$ cat src/rtl/flow_pkg.sv
package flow_pkg;

  typedef enum logic [3:0] {
    FOP_NOP     = 4'd0,
    FOP_JMP     = 4'd1,
    FOP_JNZ     = 4'd2,
    FOP_JNZ_REL = 4'd3,
    FOP_JIND    = 4'd4,
    FOP_SEL     = 4'd5,
    FOP_VSEL    = 4'd6,
    FOP_ADDI    = 4'd7,
    FOP_CORE    = 4'd8,
    FOP_PAUSE   = 4'd9,
    FOP_HALT    = 4'd10
  } flow_op_e;

endpackage

$ cat src/rtl/flow_runctl.sv
module flow_runctl
  import flow_pkg::*;
(
  input  logic     clk,
  input  logic     rst_ni,
  input  logic     op_valid_i,
  input  flow_op_e op_i,
  input  logic     pause_en_i,
  input  logic     resume_i,
  output logic     run_o,
  output logic     halted_o,
  output logic     paused_o
);

  logic halted_q, halted_d;
  logic paused_q, paused_d;
  logic halt_hit, pause_hit;

  assign run_o = !halted_q && !paused_q;

  always_comb begin
    halt_hit  = run_o && op_valid_i && (op_i == FOP_HALT);
    pause_hit = run_o && op_valid_i && (op_i == FOP_PAUSE) && pause_en_i;
    halted_d  = halted_q | halt_hit;
    if (pause_hit)     paused_d = 1'b1;
    else if (resume_i) paused_d = 1'b0;
    else               paused_d = paused_q;
  end

  always_ff @(posedge clk or negedge rst_ni) begin
    if (!rst_ni) begin
      halted_q <= 1'b0;
      paused_q <= 1'b0;
    end else begin
      halted_q <= halted_d;
      paused_q <= paused_d;
    end
  end

  assign halted_o = halted_q;
  assign paused_o = paused_q;

  // once halted, only reset leaves that state
  p_halt_sticky_r11: assert property (@(posedge clk) disable iff (!rst_ni)
    halted_q |=> halted_q);

  // halt and pause never coexist
  p_run_state_r12: assert property (@(posedge clk) disable iff (!rst_ni)
    !(halted_q && paused_q));

endmodule

$ cat src/rtl/flow_branch.sv
module flow_branch
  import flow_pkg::*;
#(
  parameter int PC_W = 16
) (
  input  logic            clk,
  input  logic            rst_ni,
  input  logic            run_i,
  input  logic            op_valid_i,
  input  flow_op_e        op_i,
  input  logic            cond_nz_i,
  input  logic [PC_W-1:0] imm_i,
  input  logic [PC_W-1:0] word_i,
  output logic [PC_W-1:0] pc_o
);

  logic [PC_W-1:0] pc_q, pc_d, pc_inc, pc_rel;

  always_comb begin
    pc_inc = pc_q + PC_W'(1);
    pc_rel = pc_q + imm_i;
    pc_d   = pc_inc;
    if (op_valid_i) begin
      case (op_i)
        FOP_JMP:     pc_d = imm_i;
        FOP_JNZ:     if (cond_nz_i) pc_d = imm_i;
        FOP_JNZ_REL: if (cond_nz_i) pc_d = pc_rel;
        FOP_JIND:    pc_d = word_i;
        FOP_HALT:    pc_d = pc_q;
        default:     pc_d = pc_inc;
      endcase
    end
  end

  always_ff @(posedge clk or negedge rst_ni) begin
    if (!rst_ni)    pc_q <= '0;
    else if (run_i) pc_q <= pc_d;
  end

  assign pc_o = pc_q;

  // an empty running slot steps by exactly one bundle
  p_pc_step_r2: assert property (@(posedge clk) disable iff (!rst_ni)
    (run_i && !op_valid_i) |=> (pc_q - $past(pc_q)) == PC_W'(1));

  // an absolute jump lands on its immediate
  p_jmp_target_r3: assert property (@(posedge clk) disable iff (!rst_ni)
    (run_i && op_valid_i && op_i == FOP_JMP) |=> pc_q == $past(imm_i));

  // a stalled slot never moves the PC
  p_stall_hold_r12: assert property (@(posedge clk) disable iff (!rst_ni)
    !run_i |=> $stable(pc_q));

endmodule

$ cat src/rtl/flow_select.sv
module flow_select
  import flow_pkg::*;
#(
  parameter int XLEN     = 32,
  parameter int LANES    = 8,
  parameter int CORE_NUM = 0
) (
  input  flow_op_e               op_i,
  input  logic [XLEN-1:0]        imm_i,
  input  logic [XLEN-1:0]        c_i,
  input  logic [XLEN-1:0]        a_i,
  input  logic [XLEN-1:0]        b_i,
  input  logic [LANES*XLEN-1:0]  vc_i,
  input  logic [LANES*XLEN-1:0]  va_i,
  input  logic [LANES*XLEN-1:0]  vb_i,
  output logic [LANES-1:0]       mask_o,
  output logic [LANES*XLEN-1:0]  data_o
);

  logic [XLEN-1:0] s_res;
  logic            is_scalar, is_vec;

  always_comb begin
    is_vec    = (op_i == FOP_VSEL);
    is_scalar = 1'b1;
    s_res     = '0;
    case (op_i)
      FOP_SEL:  s_res = (c_i != '0) ? a_i : b_i;
      FOP_ADDI: s_res = a_i + imm_i;
      FOP_CORE: s_res = XLEN'(CORE_NUM);
      default:  is_scalar = 1'b0;
    endcase
    if (is_vec)         mask_o = {LANES{1'b1}};
    else if (is_scalar) mask_o = LANES'(1);
    else                mask_o = '0;
  end

  for (genvar g = 0; g < LANES; g++) begin : g_lane
    logic [XLEN-1:0] lane_pick;
    assign lane_pick = (vc_i[g*XLEN +: XLEN] != '0) ? va_i[g*XLEN +: XLEN]
                                                    : vb_i[g*XLEN +: XLEN];
    if (g == 0) begin : g_first
      assign data_o[g*XLEN +: XLEN] = is_vec ? lane_pick : s_res;
    end else begin : g_rest
      assign data_o[g*XLEN +: XLEN] = lane_pick;
    end
  end

endmodule

$ cat src/rtl/flow_unit.sv
module flow_unit
  import flow_pkg::*;
#(
  parameter int PC_W     = 16,
  parameter int XLEN     = 32,
  parameter int LANES    = 8,
  parameter int ADDR_W   = 16,
  parameter int CORE_NUM = 0
) (
  input  logic                   clk,
  input  logic                   rst_n,
  input  logic                   op_valid,
  input  logic [3:0]             op_code,
  input  logic [ADDR_W-1:0]      op_dst,
  input  logic [XLEN-1:0]        op_imm,
  input  logic [XLEN-1:0]        src_c,
  input  logic [XLEN-1:0]        src_a,
  input  logic [XLEN-1:0]        src_b,
  input  logic [LANES*XLEN-1:0]  vsrc_c,
  input  logic [LANES*XLEN-1:0]  vsrc_a,
  input  logic [LANES*XLEN-1:0]  vsrc_b,
  input  logic                   pause_en,
  input  logic                   resume,
  output logic [PC_W-1:0]        pc,
  output logic                   halted,
  output logic                   paused,
  output logic [LANES-1:0]       wr_en,
  output logic [ADDR_W-1:0]      wr_addr,
  output logic [LANES*XLEN-1:0]  wr_data
);

  localparam int VW = LANES * XLEN;

  logic [1:0]        rst_sync_q;
  logic              rst_int_n;
  flow_op_e          op;
  logic              run, commit;
  logic [LANES-1:0]  lane_mask, wen_d, wen_q;
  logic [VW-1:0]     lane_data, wdata_q;
  logic [ADDR_W-1:0] waddr_q;

  // asynchronous assert, synchronous release
  always_ff @(posedge clk or negedge rst_n) begin
    if (!rst_n) rst_sync_q <= '0;
    else        rst_sync_q <= {rst_sync_q[0], 1'b1};
  end
  assign rst_int_n = rst_sync_q[1];

  assign op = flow_op_e'(op_code);

  flow_runctl u_runctl (
    .clk        (clk),
    .rst_ni     (rst_int_n),
    .op_valid_i (op_valid),
    .op_i       (op),
    .pause_en_i (pause_en),
    .resume_i   (resume),
    .run_o      (run),
    .halted_o   (halted),
    .paused_o   (paused)
  );

  flow_branch #(.PC_W(PC_W)) u_branch (
    .clk        (clk),
    .rst_ni     (rst_int_n),
    .run_i      (run),
    .op_valid_i (op_valid),
    .op_i       (op),
    .cond_nz_i  (src_c != '0),
    .imm_i      (op_imm[PC_W-1:0]),
    .word_i     (src_a[PC_W-1:0]),
    .pc_o       (pc)
  );

  flow_select #(.XLEN(XLEN), .LANES(LANES), .CORE_NUM(CORE_NUM)) u_select (
    .op_i   (op),
    .imm_i  (op_imm),
    .c_i    (src_c),
    .a_i    (src_a),
    .b_i    (src_b),
    .vc_i   (vsrc_c),
    .va_i   (vsrc_a),
    .vb_i   (vsrc_b),
    .mask_o (lane_mask),
    .data_o (lane_data)
  );

  assign commit = run && op_valid;
  assign wen_d  = commit ? lane_mask : '0;

  always_ff @(posedge clk or negedge rst_int_n) begin
    if (!rst_int_n) wen_q <= '0;
    else            wen_q <= wen_d;
  end

  always_ff @(posedge clk) begin
    if (|wen_d) begin
      waddr_q <= op_dst;
      wdata_q <= lane_data;
    end
  end

  assign wr_en   = wen_q;
  assign wr_addr = waddr_q;
  assign wr_data = wdata_q;

  // a write is either lane 0 alone or every lane
  p_wr_shape_r7: assert property (@(posedge clk) disable iff (!rst_int_n)
    (wr_en != '0) |-> (wr_en == LANES'(1) || wr_en == {LANES{1'b1}}));

  // add-immediate result wraps modulo 2^XLEN
  p_addi_sum_r9: assert property (@(posedge clk) disable iff (!rst_int_n)
    (commit && op == FOP_ADDI) |=> wr_data[XLEN-1:0] == $past(src_a + op_imm));

  // a halted unit neither moves nor writes
  p_halt_freeze_r11: assert property (@(posedge clk) disable iff (!rst_int_n)
    halted |=> ($stable(pc) && wr_en == '0));

  // paused without resume stays paused with a fixed PC
  p_pause_hold_r12: assert property (@(posedge clk) disable iff (!rst_int_n)
    (paused && !resume) |=> (paused && $stable(pc)));

endmodule

$ cat config.mk
export PLATFORM = sky130hd
export DESIGN_NAME = flow_unit
export DESIGN_NICKNAME = d
export VERILOG_FILES = /design/src/rtl/flow_pkg.sv /design/src/rtl/flow_runctl.sv /design/src/rtl/flow_branch.sv /design/src/rtl/flow_select.sv /design/src/rtl/flow_unit.sv
export SDC_FILE = /design/constraint.sdc
export NUM_CORES = 1
export LEC_CHECK = 0
export ABC_AREA = 0
export CORE_AREA = 2 2 478 480
export CTS_BUF_LIST = sky130_fd_sc_hd__clkbuf_4 sky130_fd_sc_hd__clkbuf_8
export CTS_CLUSTER_DIAMETER = 50
export DETAILED_ROUTE_END_ITERATION = 8
export DIE_AREA = 0 0 480 482
export GPL_ROUTABILITY_DRIVEN = 0
export PLACE_DENSITY = 0.3
export SYNTH_ARGS = -nofsm -noshare
export SYNTH_HDL_FRONTEND = slang
export SYNTH_SLANG_ARGS = --single-unit
$ cat constraint.sdc
create_clock -name clk -period 2.08 [get_ports clk]
set_input_delay 0.416 -clock clk [delete_from_list [all_inputs] [get_ports clk]]
set_output_delay 0.416 -clock clk [all_outputs]
set_load 0.01 [all_outputs]
-- Word level (Yosys, flattened, before mapping)
Cells that the tools add are included.
- output and inout port bits: 298
- bits of input ports: 921
- bits in registers: 300
- logic and storage cells: 63
- add/subtract/negate cells: 3
- bitwise gates (word level): 1
- reductions and logical operators: 20
- muxes and demuxes: 21
- equality and inequality tests: 11
- operators by type and width (cell ; count):
    $mux W32 ; 10
    $reduce_bool A32 Y1 ; 9
    $pmux W16 S5 ; 1
    $pmux W32 S2 ; 1
    $mux W16 ; 3
    $add A32 B32 Y32 ; 1
    $add A16 B1 Y16 const B ; 1
    $add A16 B16 Y16 ; 1
    $eq A4 B3 Y1 const B ; 4
    $mux W8 ; 2
    $eq A4 B4 Y1 const B ; 3
    $eq A4 B2 Y1 const B ; 2
    $reduce_or A8 Y1 ; 1
    $logic_and A1 B1 Y1 ; 5
    $eq A4 B1 Y1 const B ; 1
    $mux W1 ; 4
    $reduce_or A3 Y1 ; 1
    $logic_not A1 Y1 ; 2
    $ne A2 B2 Y1 const B ; 1
    $reduce_and A2 Y1 ; 1
    $reduce_bool A2 Y1 ; 1
    $or A1 B1 Y1 ; 1

-- Logic depth before layout (Yosys ltp)
Gate-level depths: netlist of the first run.
- depth after elaboration: 7
- gate-level depth with buffers: 11
- mapped depth without buffers: 11

-- Cells and area by module
A second synthesis of the first run with hierarchy kept.
- cells, all modules: 1424
- area total of the unflattened synthesis: 17504.3 um^2
- modules (own cells, without submodules) (module ; instances ; sequential area each (um^2) ; cells an instance ; area an instance (um^2)):
    flow_unit ; 1 ; 8418.1 ; 306 ; 8568.2
    flow_select ; 1 ; 0.0 ; 768 ; 6332.3
    flow_branch ; 1 ; 400.4 ; 341 ; 2501.1
    flow_runctl ; 1 ; 50.0 ; 9 ; 102.6

-- Least setup slack after synthesis of the first run
No wires, ideal clock.
- kind: input -> register
- from: input op_code[2]
- to: register waddr_q[0] (netlist: wr_addr[0]), enable pin
- path buffers: 1
- data arrival time: 13.964 ns
- path slack: -12.881 ns
- library setup time: 0.997 ns
- data required time: 1.083 ns
- cell stages on the path: 4
- cell sequence: buf_2 nor2b_1 nand2_1 a21oi_1
- longest elaborated chain between the ends: 7
- elaborated cells between the ends (all ways): 10
- those cells by class: eq/ne (4); mux (4); reduce/logical (2)
- ends and longest elaborated chain (item ; line ; text):
    from (decl) ; flow_unit.sv:13 ; input logic [3:0] op_code,
    $eq A4 B3 Y1 or $eq A4 B4 Y1 (tied branches) ; flow_select.sv:27 ; case (op_i)
    $reduce_or A3 Y1 (no source line) ; - ;
    $mux W1 ; flow_select.sv:27 ;
    $mux W1 ; flow_select.sv:34 ; else if (is_scalar) mask_o = LANES'(1);
    $mux W8 * ; flow_select.sv:33 ; if (is_vec) mask_o = {LANES{1'b1}};
    $mux W8 * ; flow_unit.sv:89 ; assign wen_d = commit ? lane_mask : '0;
    $reduce_or A8 Y1 * ; flow_unit.sv:97 ; if (|wen_d) begin
    to (signal assigned) ; flow_unit.sv:98 ; waddr_q <= op_dst;
    to (decl) ; flow_unit.sv:40 ; logic [ADDR_W-1:0] waddr_q;
Every way passes the cells marked *; elsewhere a longest branch is shown, timed or not.
A chain may end at the register's enable or synchronous reset.

-- Worst setup path in the final report of the first run
- from: register u_branch.pc_q[1] (netlist: u_branch.pc_o[1])
- to: register u_branch.pc_q[15] (netlist: u_branch.pc_o[15])
- longest elaborated chain between the ends: 4
- elaborated cells between the ends (all ways): 6
- those cells by class: add/sub (2); mux (4)
- ends and longest elaborated chain (item ; line ; text):
    from (decl) ; flow_branch.sv:17 ; logic [PC_W-1:0] pc_q, pc_d, pc_inc, pc_rel;
    from (signal assigned) ; flow_branch.sv:37 ; else if (run_i) pc_q <= pc_d;
    $add A16 B1 Y16 or $add A16 B16 Y16 (tied branches) ; flow_branch.sv:20, flow_branch.sv:21 ;
    $mux W16, on equally long branches ; flow_branch.sv:27, flow_branch.sv:26 ;
    $pmux W16 S5 ; flow_branch.sv:24 ; case (op_i)
    $mux W16 * ; flow_branch.sv:23 ; if (op_valid_i) begin
Marks and branches as above.

==> results of run 1 <==
## per-stage QoR
stage	area [sq um]	power [mW]	instances	setup TNS, ns
finish	39000	22.9	6069	-4.85
global route	39000	24.1	6060	-3.50
CTS	38400	23.3	6038	-2.69
detailed placement	35800	14.1	5860	-368.07
global placement	35800	14.1	5860	-377.91
floorplan	17200	9.38	1353	-1007.19
## flip-flops by register name, indices dropped and copies added (netlist names)
register           cells
wr_data              256
u_branch.pc_o         16
wr_addr               16
rst_sync_q             2
wr_en                  2
u_runctl.halted_o      1
u_runctl.paused_o      1
## cells in the final DEF, fill, tap and decap left out, drive strengths merged, types with 10 or more instances in the layout
cell type	netlist	final
ha	47	47
edfxtp	272	272
nor2	61	61
o22ai	16	16
mux2	225	225
a211oi	13	13
nand2	53	53
xor2	18	18
buf	23	514
diode	0	20
xnor2	18	18
a21oi	80	80
dlygate4sd2	0	139
nand3	24	24
nand4	29	29
o21a	10	10
o221ai	10	10
and3	14	14
clkdlybuf4s15	0	82
nor4	76	76
inv	16	19
clkinv	0	34
dfrtp	22	22
clkdlybuf4s50	0	817
nor3	13	13
mux2i	68	68
dlymetal6s2s	0	34
a21o	20	20
o21ai	60	60
clkbuf	45	116
## per-layer routing
| layer | vias up | global-route usage, % | part of all wire (%) |
|---|---|---|---|
| li1 | 8689 | - | - |
| met1 | 9266 | 15.5 | 38 |
| met2 | 869 | 24.8 | 50 |
| met3 | 187 | 5.46 | 8.9 |
| met4 | 12 | 4.50 | 3.2 |
| met5 | - | 0 | 0.045 |
## worst max-delay path, cell delays in order, from the launching register on
cell and delay [ns]:
dfrtp_2 0.44, ha_4 0.30, a211oi_4 0.06, o211a_1 0.28
o31ai_4 0.23, a21oi_2 0.11, o21a_1 0.21, o311ai_2 0.27
mux2i_1 0.22, o21ai_1 0.07
## where the power goes
part,internal [mW],total (mW),switching [mW]
Combinational,3.99,7.34,3.35
Clock,4.82,8.50,3.68
Sequential,6.83,7.03,0.194
## worst paths after layout
check	endpoint	slack, ns	depth (start not counted)
max	u_branch.pc_o[15]$_DFFE_PN0P_	-0.23	9
min	u_branch.pc_o[11]$_DFFE_PN0P_	0.13	4
max reg2reg	u_branch.pc_o[15]$_DFFE_PN0P_	-0.23	9
min reg2reg	u_branch.pc_o[12]$_DFFE_PN0P_	0.22	1
max in group asynchronous	u_branch.pc_o[3]$_DFFE_PN0P_	1.57	1
min in group asynchronous	u_branch.pc_o[12]$_DFFE_PN0P_	0.22	1
## repair_timing
action | CTS | global route
cloned | 4 | 3
endpoints found under the hold margin | 3 | 0
resized for setup | 890 | 177
buffers inserted | 33 | 16
hold buffers | 2 | 0
pin swaps | 87 | 87
endpoints found under the setup margin | 326 | 193
## cells by family (layout without fill, tap and decap cells)
group / Yosys count / count (layout)
compound gates: 283 / 283
xor+xnor: 36 / 36
fa+ha+maj: 49 / 49
buf+inv: 84 / 1771
flops: 294 / 294
mux: 293 / 293
other cells: 1 / 21
simple gates: 313 / 313
## area by class of cell
class                   count  area share [%]
diodes                     20           0.128
clock buffers              98            3.23
clock inverters            51            1.19
inverters                  16           0.154
multi-input cells         975            24.1
flip-flops and latches    294            22.4
well taps                3009            9.65
repair buffers           1606            39.2
==> metrics.txt, run 1 <==
number of synthesized flops with an enable pin=~270; synthesized flop and latch total=294; Fin Hold WS=approximately 0.13 ns; final hold violation count=0; Sink Count=294; Peak Freq=0.433 GHz; RSZ-0062 raised after global routing=yes; critical path capture point type=flip-flop; Die H=482 um; mux share of post-synthesis cell area=19.2%; final setup vio count=39; Synth Area in Compound Gates=11.0%; initial antenna violation count=51; critical path class=flip-flop to flip-flop; Simple-Gate Fraction of Synth Area=10.0%; drc violations=0; most frequent cell after synthesis=edfxtp_1; 1st-pass router iterations=5; Reg area=slightly below 9000 sq um; post-route clock period utilization=111%; leakage=14.0 nW; Row Count=175; worst hold path type=primary input to flip-flop; power density over the cells=~590 nW/um^2; Routed Antenna Nets=0; Finished Core Util=17.2%; via count=19.0k; Final Max Slew Viols=0; drt via density=3.13; Core Box Area=between 200000 and 250000 sq um; Primary FF master, synth=edfxtp_1; failing checks=setup timing; number of max-cap violations=0; critical-path maximum fanout=3; vias in the first global route=19.9k; share of cells above drive strength 1=roughly two fifths; Seq/Total Area, Yosys=52.0%; maximum clock path buffer count=3; Crit path required time=roughly 2.7 ns; number of warnings issued by yosys=0; outcome=complete, but fails checks; Root Driver=clkbuf_8; Tmin final=2.31 ns; Total GRT Usage=14.1%; Die W=between 400 and 500 um; area grow syn2layout=133%; port buffer count=1218; Synth top area share=around half; Least-Margin Pin Slew=~0.53 ns; reg2reg start=u_branch.pc_o[1]$_DFFE_PN0P_; CTS Buf Count=81; gr ovfl total=0; main combinational cell family by area after synthesis=multiplexers; Clock Latency Late Sink=~0.8 ns; Final HPWL DP=149000 um; Slew Limit Headroom=roughly 65%; largest net degree at the start of global routing=32; synth top area cells=edfxtp_1, mux2_2, mux2i_1; H-Tree Level Count=3; Mapped Area=16800 sq um; Fin Clk Skew=0.0571 ns; VDD IR max=between 0.0004 and 0.0005 V; Routed WL per cell=28.3 um; Synth Area in XOR/XNOR=1.88%; Routed WL=172000 um; post-place setup slack=-2.10 ns; Cells after Synth=1353; Final WS setup=-0.232 ns; async set or reset register ratio after synthesis=7.48%; Adder-Cell Fraction of Synth Area=under 10%; Top-Level Pins=~1.2k; Post-synth top cells=edfxtp_1, mux2_2, a21oi_1, nor4_1, mux2i_1; Worst EP arrival=2.96 ns; fin nets=a little under 4k; CTS clk-pin slew, worst paths=0.05 ns; Multi-input gate area=roughly 9400 sq um; die area=231000 sq um; library cells used by synthesis=76; fill count=between 20k and 30k; Initial Utilization=7.40%; leading area contributor after synthesis=edfxtp_1; Post-Syn Area per Cell=12.4 sq um; Setup crit start kind=flip-flop; first-pass GRT wire length=about 210000 um; Critical Path Source=u_branch.pc_o[1]$_DFFE_PN0P_; CTS tree=built; initial DRC count=896; Synthesized Nets=2323; Hold Crit Start=op_imm[11]
Power figures use the tool's default switching activity.
==> inputs of run 2 (changes only) <==
RECOVER_POWER = 100   (was not set)
==> run 2 against run 1 <==
The flow finishes with violations (capacitance limit, slew limit, setup timing). Wire length about the same. Critical endpoint unchanged. Global-route usage is the same. Critical path depth is the same. Largest power group unchanged. Combinational power shrank 1%.
==> metrics.txt, run 2 (same netlist as run 1, synthesis figures left out) <==
RSZ-0062 raised after global routing=yes; initial DRC count=874; Worst EP arrival=2.97 ns; Die W=480 um; CTS clk-pin slew, worst paths=approximately 0.050 ns; first-pass GRT wire length=210000 um; worst hold path type=primary input to flip-flop; critical-path maximum fanout=3; post-place setup slack=-2.10 ns; Slew Limit Headroom=-0.288%; Least-Margin Pin Slew=1.50 ns; Final WS setup=-0.236 ns; vias in the first global route=19.9k; Final Max Slew Viols=20; VDD IR max=0.000418 V; Reg area=8730 sq um; critical path class=flip-flop to flip-flop; port buffer count=1218; CTS Buf Count=81; Routed WL=around 170000 um; Routed Antenna Nets=0; Row Count=175; initial antenna violation count=53; Crit path required time=roughly 2.7 ns; Critical Path Source=u_branch.pc_o[1]$_DFFE_PN0P_; Die H=482 um; leakage=around 14 nW; critical path capture point type=flip-flop; Clock Latency Late Sink=0.79 ns; Root Driver=clkbuf_8; final hold violation count=0; Tmin final=2.32 ns; Total Power=22.8 mW; delay-heaviest family, CP=compound AO/OA/AOI/OAI gates; most frequent cells in the layout=clkdlybuf4s50_1, buf_4, edfxtp_1; drc violations=0; Fin Hold WS=0.130 ns; Initial Utilization=7.40%; Worst path slowest cell=dfrtp_2; Setup crit start kind=flip-flop; crit path buf inv count=0; CP max stage delay=0.44 ns; Total GRT Usage=14.1%; Core Box Area=226000 sq um; critical path depth=9; gr ovfl total=0; drt via density=roughly 3.1; max reg flops=256; accumulated negative setup slack=-18.65 ns; Reg2Reg Depth=9; Final HPWL DP=149000 um; most common cell after layout, fill and taps aside=clkdlybuf4s50_1; Sink Count=roughly 290; Fin Clk Skew=about 0.055 ns; largest net degree at the start of global routing=32; CP endpoint=u_branch.pc_o[15]$_DFFE_PN0P_; power density over the cells=between 500 and 600 nW/um^2; CTS tree=built; r2r setup slk=-0.24 ns; outcome=complete, but fails checks; Multi-input gate area=9320 sq um; failing checks=capacitance limit, slew limit, setup timing; reg2reg end=u_branch.pc_o[15]$_DFFE_PN0P_; maximum clock path buffer count=3; area grow syn2layout=129%; Top-Level Pins=1219; via count=19.0k; post-route clock period utilization=111%; fin nets=slightly below 4k; 1st-pass router iterations=5; reg2reg start=u_branch.pc_o[1]$_DFFE_PN0P_; CP cell instances=ha_4 -> a211oi_4 -> o211a_1 -> o31ai_4 -> a21oi_2 -> o21a_1 -> o311ai_2 -> mux2i_1 -> o21ai_1; final setup vio count=about 300; share of cells above drive strength 1=between 30 and 40%; number of max-cap violations=1; H-Tree Level Count=3; fill count=25.3k; die area=231000 sq um; Routed WL per cell=28.2 um; Peak Freq=~0.43 GHz
## run 2: changes by cell type in the layout (fill, tap and decap cells not counted), moves of 11 or more
cell	previous run	this run
clkbuf_4	14	28
mux2_2	220	187
dlygate4sd2_1	139	150
clkdlybuf4s15_2	55	25
mux2_1	0	33
buf_4	364	290
buf_2	70	40
clkbuf_2	15	91
diode_2	20	31
dlygate4sd3_1	2	20
clkbuf_1	0	50
clkdlybuf4s50_1	817	799
## run 2: layout make-up
class,count,area share (%)
clock buffer,98,3.28
clock inverter,51,1.21
antenna,31,0.202
tap,3009,9.80
sequential,294,22.7
multi-input combinational,975,24.3
inverter,16,0.156
timing repair buffer,1606,38.4
## run 2: stage by stage
stage / util, % / instances / instance area [sq um]
floorplan: - / 1353 / 17200
global placement: 15.8 / 5860 / 35800
detailed placement: 15.8 / 5860 / 35800
CTS: 17.0 / 6038 / 38400
global route: 17.0 / 6070 / 38400
finish: 17.0 / 6080 / 38400
## run 2: routing by layer
layer / global-route usage, % / wire, um / vias up
met3: 5.46 / 15100 / 185
met5: 0 / 78 / -
met1: 15.5 / 65500 / 9280
li1: - / - / 8700
met4: 4.50 / 5350 / 12
met2: 24.8 / 85600 / 855
## run 2: how the worst min path moves through the flow
stage | start | end | cells past startpoint
floorplan | rst_n | rst_sync_q[0]$_DFF_PN0_ | 0
global placement | rst_sync_q[1]$_DFF_PN0_ | u_branch.pc_o[0]$_DFFE_PN0P_ | 1
detailed placement | rst_sync_q[1]$_DFF_PN0_ | u_branch.pc_o[0]$_DFFE_PN0P_ | 1
CTS | op_dst[8] | wr_addr[8]$_DFFE_PP_ | 1
global route | op_imm[11] | u_branch.pc_o[11]$_DFFE_PN0P_ | 4
finish | op_imm[11] | u_branch.pc_o[11]$_DFFE_PN0P_ | 4
## run 2: timing repair
action                                  in CTS  in global routing
gates cloned                                 4                  3
pin swaps                                   87                 87
buffers inserted                            33                 16
endpoints found under the setup margin     326                193
hold buffers                                 2                  0
resized for setup                          890                177
endpoints found under the hold margin        3                  0
## run 2: report_power, final
group	internal, mW	switching, mW	leakage, nW	total, mW
Sequential	6.83	0.190	2.75	7.02
Combinational	3.89	3.34	10.2	7.24
Clock	4.82	3.69	0.876	8.51
Total	15.5	7.23	13.8	22.8
## run 2: worst reg2reg max path, stage by stage, from the launching register on
cell and delay (ns):
dfrtp_2 0.44, ha_4 0.30, a211oi_4 0.06, o211a_1 0.28
o31ai_4 0.23, a21oi_2 0.11, o21a_1 0.21, o311ai_2 0.27
mux2i_1 0.23, o21ai_1 0.07
==> inputs of run 3 (changes only) <==
CAP_MARGIN = 20   (was not set)
==> results of run 3 <==
Final layout, timing and power as in run 2 (identical DEF).
